==> config.mk <==
export PLATFORM = sky130hd
export DESIGN_NAME = gpio_mask_port
export DESIGN_NICKNAME = d
export VERILOG_FILES = /design/src/rtl/gpio_port_pkg.sv /design/src/rtl/gpio_addr_decode.sv /design/src/rtl/gpio_in_sync.sv /design/src/rtl/gpio_ctrl_regs.sv /design/src/rtl/gpio_read_port.sv /design/src/rtl/gpio_mask_port.sv
export SDC_FILE = /design/constraint.sdc
export NUM_CORES = 1
export LEC_CHECK = 0
export ABC_AREA = 1
export BUFFER_PORTS_ARGS = -buffer_cell sky130_fd_sc_hd__buf_2
export CORE_MARGIN = 4
export CORE_UTILIZATION = 47
export DETAILED_ROUTE_END_ITERATION = 10
export HOLD_SLACK_MARGIN = 0.12
export PLACE_DENSITY = 0.74
export SLEW_MARGIN = 0
export SYNTH_ARGS = -nofsm -noshare
export SYNTH_HDL_FRONTEND = slang
export SYNTH_SLANG_ARGS = --single-unit
==> constraint.sdc <==
create_clock -name clk -period 2.3 [get_ports clk]
set_input_delay 0.69 -clock clk [delete_from_list [all_inputs] [get_ports clk]]
set_output_delay 0.69 -clock clk [all_outputs]
set_load 0.03 [all_outputs]
==> src/rtl/gpio_port_pkg.sv <==
package gpio_port_pkg;

  // Kind of location an access falls on
  typedef enum logic [1:0] {
    ACC_NONE = 2'd0,
    ACC_DATA = 2'd1,
    ACC_DIR  = 2'd2,
    ACC_VOID = 2'd3
  } acc_kind_e;

endpackage

==> src/rtl/gpio_addr_decode.sv <==
module gpio_addr_decode
  import gpio_port_pkg::*;
#(
  parameter int NPINS    = 8,
  parameter int ADDR_W   = 12,
  parameter int DIR_WORD = 'h100
) (
  input  logic [ADDR_W-1:0] addr,
  input  logic              wr_en,
  input  logic              rd_en,
  output acc_kind_e         kind,
  output logic [NPINS-1:0]  mask,
  output logic              data_we,
  output logic              dir_we,
  output logic              void_we,
  output logic              data_re,
  output logic              dir_re
);

  localparam int MASK_LO = 2;
  localparam int MASK_HI = NPINS + MASK_LO - 1;
  localparam int WORD_W  = ADDR_W - MASK_LO;

  function automatic acc_kind_e classify(input logic [ADDR_W-1:0] a);
    if (a[MASK_LO-1:0] != '0)
      return ACC_VOID;
    if (a[ADDR_W-1:MASK_HI+1] == '0)
      return ACC_DATA;
    if (a[ADDR_W-1:MASK_LO] == WORD_W'(DIR_WORD))
      return ACC_DIR;
    return ACC_VOID;
  endfunction

  function automatic logic [NPINS-1:0] lane_mask(input logic [ADDR_W-1:0] a);
    return a[MASK_HI:MASK_LO];
  endfunction

  acc_kind_e k;

  always_comb begin
    k = (wr_en || rd_en) ? classify(addr) : ACC_NONE;
  end

  assign kind    = k;
  assign mask    = lane_mask(addr);
  assign data_we = wr_en && (k == ACC_DATA);
  assign dir_we  = wr_en && (k == ACC_DIR);
  assign void_we = wr_en && (k == ACC_VOID);
  assign data_re = rd_en && (k == ACC_DATA);
  assign dir_re  = rd_en && (k == ACC_DIR);

endmodule

==> src/rtl/gpio_in_sync.sv <==
module gpio_in_sync #(
  parameter int NPINS  = 8,
  parameter int STAGES = 2
) (
  input  logic             clk,
  input  logic             rst_n,
  input  logic [NPINS-1:0] pin_in,
  output logic [NPINS-1:0] pin_sync
);

  logic [STAGES-1:0][NPINS-1:0] stage_q;

  always_ff @(posedge clk or negedge rst_n) begin
    if (!rst_n) begin
      stage_q <= '0;
    end else begin
      stage_q[0] <= pin_in;
      for (int s = 1; s < STAGES; s++)
        stage_q[s] <= stage_q[s-1];
    end
  end

  assign pin_sync = stage_q[STAGES-1];

endmodule

==> src/rtl/gpio_ctrl_regs.sv <==
module gpio_ctrl_regs #(
  parameter int NPINS = 8
) (
  input  logic             clk,
  input  logic             rst_n,
  input  logic             data_we,
  input  logic             dir_we,
  input  logic [NPINS-1:0] mask,
  input  logic [NPINS-1:0] wr_data,
  output logic [NPINS-1:0] dir_q,
  output logic [NPINS-1:0] out_q
);

  // A pin's stored bit may change only if selected and already an output
  function automatic logic lane_update(input logic we, input logic sel, input logic is_out);
    return we && sel && is_out;
  endfunction

  for (genvar i = 0; i < NPINS; i++) begin : g_pin
    logic dir_bit;
    logic out_bit;

    always_ff @(posedge clk or negedge rst_n) begin
      if (!rst_n)
        dir_bit <= 1'b0;
      else if (dir_we)
        dir_bit <= wr_data[i];
    end

    always_ff @(posedge clk or negedge rst_n) begin
      if (!rst_n)
        out_bit <= 1'b0;
      else if (lane_update(data_we, mask[i], dir_bit))
        out_bit <= wr_data[i];
    end

    assign dir_q[i] = dir_bit;
    assign out_q[i] = out_bit;
  end

endmodule

==> src/rtl/gpio_read_port.sv <==
module gpio_read_port #(
  parameter int NPINS = 8
) (
  input  logic             clk,
  input  logic             rst_n,
  input  logic             rd_en,
  input  logic             data_re,
  input  logic             dir_re,
  input  logic [NPINS-1:0] mask,
  input  logic [NPINS-1:0] dir_q,
  input  logic [NPINS-1:0] out_q,
  input  logic [NPINS-1:0] pin_sync,
  output logic [NPINS-1:0] rd_data
);

  // Per-pin visible level: driven value for outputs, sampled value for inputs
  function automatic logic [NPINS-1:0] pin_view(
    input logic [NPINS-1:0] d,
    input logic [NPINS-1:0] o,
    input logic [NPINS-1:0] s
  );
    return (d & o) | (~d & s);
  endfunction

  logic [NPINS-1:0] rd_next;
  logic [NPINS-1:0] rd_q;

  always_comb begin
    if (data_re)
      rd_next = mask & pin_view(dir_q, out_q, pin_sync);
    else if (dir_re)
      rd_next = dir_q;
    else
      rd_next = '0;
  end

  always_ff @(posedge clk or negedge rst_n) begin
    if (!rst_n)
      rd_q <= '0;
    else if (rd_en)
      rd_q <= rd_next;
  end

  assign rd_data = rd_q;

endmodule

==> src/rtl/gpio_mask_port.sv <==
module gpio_mask_port
  import gpio_port_pkg::*;
#(
  parameter int NPINS       = 8,
  parameter int ADDR_W      = 12,
  parameter int DIR_WORD    = 'h100,
  parameter int SYNC_STAGES = 2
) (
  input  logic              clk,
  input  logic              rst_n,
  input  logic [ADDR_W-1:0] addr,
  input  logic              wr_en,
  input  logic [NPINS-1:0]  wr_data,
  input  logic              rd_en,
  output logic [NPINS-1:0]  rd_data,
  input  logic [NPINS-1:0]  pin_in,
  output logic [NPINS-1:0]  pin_out,
  output logic [NPINS-1:0]  pin_oe
);

  // Named internal events, also observed by the bound checker
  acc_kind_e        acc_kind;
  logic [NPINS-1:0] acc_mask;
  logic             data_we;
  logic             dir_we;
  logic             void_we;
  logic             data_re;
  logic             dir_re;
  logic             void_re;
  logic [NPINS-1:0] dir_q;
  logic [NPINS-1:0] out_q;
  logic [NPINS-1:0] pin_sync;

  gpio_addr_decode #(
    .NPINS   (NPINS),
    .ADDR_W  (ADDR_W),
    .DIR_WORD(DIR_WORD)
  ) u_decode (
    .addr   (addr),
    .wr_en  (wr_en),
    .rd_en  (rd_en),
    .kind   (acc_kind),
    .mask   (acc_mask),
    .data_we(data_we),
    .dir_we (dir_we),
    .void_we(void_we),
    .data_re(data_re),
    .dir_re (dir_re)
  );

  assign void_re = rd_en && (acc_kind == ACC_VOID);

  gpio_in_sync #(
    .NPINS (NPINS),
    .STAGES(SYNC_STAGES)
  ) u_sync (
    .clk     (clk),
    .rst_n   (rst_n),
    .pin_in  (pin_in),
    .pin_sync(pin_sync)
  );

  gpio_ctrl_regs #(
    .NPINS(NPINS)
  ) u_regs (
    .clk    (clk),
    .rst_n  (rst_n),
    .data_we(data_we),
    .dir_we (dir_we),
    .mask   (acc_mask),
    .wr_data(wr_data),
    .dir_q  (dir_q),
    .out_q  (out_q)
  );

  gpio_read_port #(
    .NPINS(NPINS)
  ) u_read (
    .clk     (clk),
    .rst_n   (rst_n),
    .rd_en   (rd_en),
    .data_re (data_re),
    .dir_re  (dir_re),
    .mask    (acc_mask),
    .dir_q   (dir_q),
    .out_q   (out_q),
    .pin_sync(pin_sync),
    .rd_data (rd_data)
  );

  assign pin_oe  = dir_q;
  assign pin_out = out_q & dir_q;

endmodule

==> metrics <==
Avg Cell Area, Syn 8.81 um^2; post-DP HPWL 3.10 mm; crit path from u_regs.g_pin[0].dir_bit; # fillers 372; Crit-path slowest cell dfrtp_1; Post-CTS Hold Fix Bufs 0; final-report hold violation count 0; pin count of the biggest net entering global routing 41; final WL 4.17 mm; part of the power in registers 58.5%; die footprint 5050 um^2; global route overflow 0; Pleak 1.29 nW; Antenna Nets Post-Route 0; CTS Buf Count 5; clock power share 33.0%; Core Util, Final 58.9%; RSZ-0062 raised after global routing no; Layout Nets 296; clock sink count 40; commonest non-fill, non-tap cell in the layout buf_2; sw frac 23.3%; Die W 71.0 um; Worst setup SP type flop; Iteration-0 DRC Markers 88; DP Area 2140 um^2; M3 GR Usage 5.26%; met2 Usage GRT 29.2%; Setup crit end kind primary output; Core Region 3740 um^2; total power 0.00124 W; # diodes 0; initial antenna violation count 0; CP cell instances nand2_1, inv_1, buf_2; vias in the first global route 1526; clock skew 0.00595 ns; most frequent cells in the layout buf_2, nand2_1, dfrtp_1; Clock Latency Late Sink 0.29 ns; row count 22; IO Port Bufs 55; Cell variety after synth 18; Power Density 562 nW/um^2; maximum buffer depth of the clock tree 2; GR Util met1 22.3%; CTS tree yes; critical path class reg2out; CTS Root Cell clkbuf_8; post_cts resized 0; area grow syn2layout 18.0%; Slew @ Worst Pin 0.438 ns; min Tclk post-route 1.79 ns; synthesized area 1870 um^2; share of layout cells above drive strength 1 27.9%; Die Ht 71.0 um; Synth Warn # 0; GR peak layer met2; global-route usage over all layers 17.8%; Setup violations, final 0; Fin Setup TNS 0 ns; starting density of the core 49.9%; routed via count 1575; VDD IR max 388 uV; Cells after Synth 212; min-delay src u_sync.stage_q[2]; Hold Crit Class reg2reg; # DRC 0; global-route wire length before repair 7.01 mm; CP required 1.61 ns; Reg clk slew, reported paths 0.06 ns; Comb pwr share 8.5%; WP buf/inv 2; final cell count without fillers 310; DRT Pass-1 Iters 4; period utilization 78.0%; syn_nets 244; CP arrival 1.10 ns; worst-path maximum fanout 7; R2R Path Start u_regs.g_pin[6].dir_bit; Max Clk Rate 0.557 GHz; Avg Vias per Cell 5.08; final weighted congestion in routability-driven placement 0.870; wire length per cell 13.4 um; Final Max Slew Viols 0; num ports 56; maximum capacitance violations 0; htree depth 2; Max stage delay on crit path 0.46 ns; Top delay family on crit path flip-flops; post-route cell area 2200 um^2; post-synthesis register bit count 40; slew margin rel. 70.7%; register area share after synthesis 53.6%; Pint 0.000949 W; Switch Pwr 0.000289 W; Post-CTS Setup Inserts 0; placed cells 305; status complete, no violations
-- layer usage --
| metal | vias to the layer above | part of all wire (%) |
|---|---|---|
| li1 | 783 | - |
| met1 | 749 | 42 |
| met2 | 37 | 50 |
| met3 | 6 | 6.7 |
| met4 | 0 | 1.6 |
| met5 | - | 0 |
-- final cells by class --
class	count	area, um^2	share of cell area (%)
timing repair buffer	56	295	13.4
tap	48	60.1	2.72
multi-input combinational	127	652	29.6
sequential	40	1000	45.4
clock buffer	5	68.8	3.12
inverter	34	128	5.79
-- cells in the mapped netlist, drive strengths merged --
master  instances  area (um^2)
o211ai          8         60.1
o21ai           8         40.0
inv            34          128
nor2           19         98.8
nand4          24          150
buf            11         87.6
dfrtp          40         1000
nand3          12         77.6
nand2          55          209
nor3            1         16.3
-- power groups by stage --
stage               Sequential (W)  Combinational (W)  Clock [W]
global route              0.000725           0.000119   0.000448
global placement          0.000737           0.000105          0
detailed placement        0.000738           0.000106          0
finish                    0.000724           0.000105   0.000408
floorplan                 0.000740          0.0000440          0
CTS                       0.000724           0.000106   0.000424
-- state kept, by name, summed over array words and instances, names as in the netlist --
register	flops
u_regs.g_pin.dir_bit	8
u_sync.pin_sync	8
u_read.rd_data	8
u_sync.stage_q	8
u_regs.g_pin.out_bit	8
-- path summary, 6_finish.rpt --
| kind | end | slack (ns) | cells after the start |
|---|---|---|---|
| hold reg to reg | u_sync.pin_sync[2] | 0.35 | 0 |
| max in group asynchronous | u_sync.stage_q[2] | 1.75 | 2 |
| min in group asynchronous | u_read.rd_data[5] | 0.36 | 2 |
| setup reg to reg | u_read.rd_data[6] | 1.31 | 4 |
| hold / removal | u_sync.pin_sync[2] | 0.35 | 0 |
| setup / recovery | pin_out[0] | 0.51 | 3 |
-- per-stage QoR --
step / hold slack [ns] / setup slack, ns
floorplan: 0.331 / 0.767
global placement: 0.332 / 0.425
detailed placement: 0.335 / 0.392
CTS: 0.350 / 0.503
global route: 0.356 / 0.435
finish: 0.348 / 0.506
-- kinds of logic (layout without fill, tap and decap cells) --
kind of cell / after synthesis / in the layout / share of synthesized area (%)
AND/OR/NAND/NOR: 111 / 111 / 29.5
buffers and inverters: 45 / 95 / 11.5
AO/OA/AOI/OAI: 16 / 16 / 5.36
flip-flops: 40 / 40 / 53.6
No activity file was read; power rests on OpenSTA's default activity.
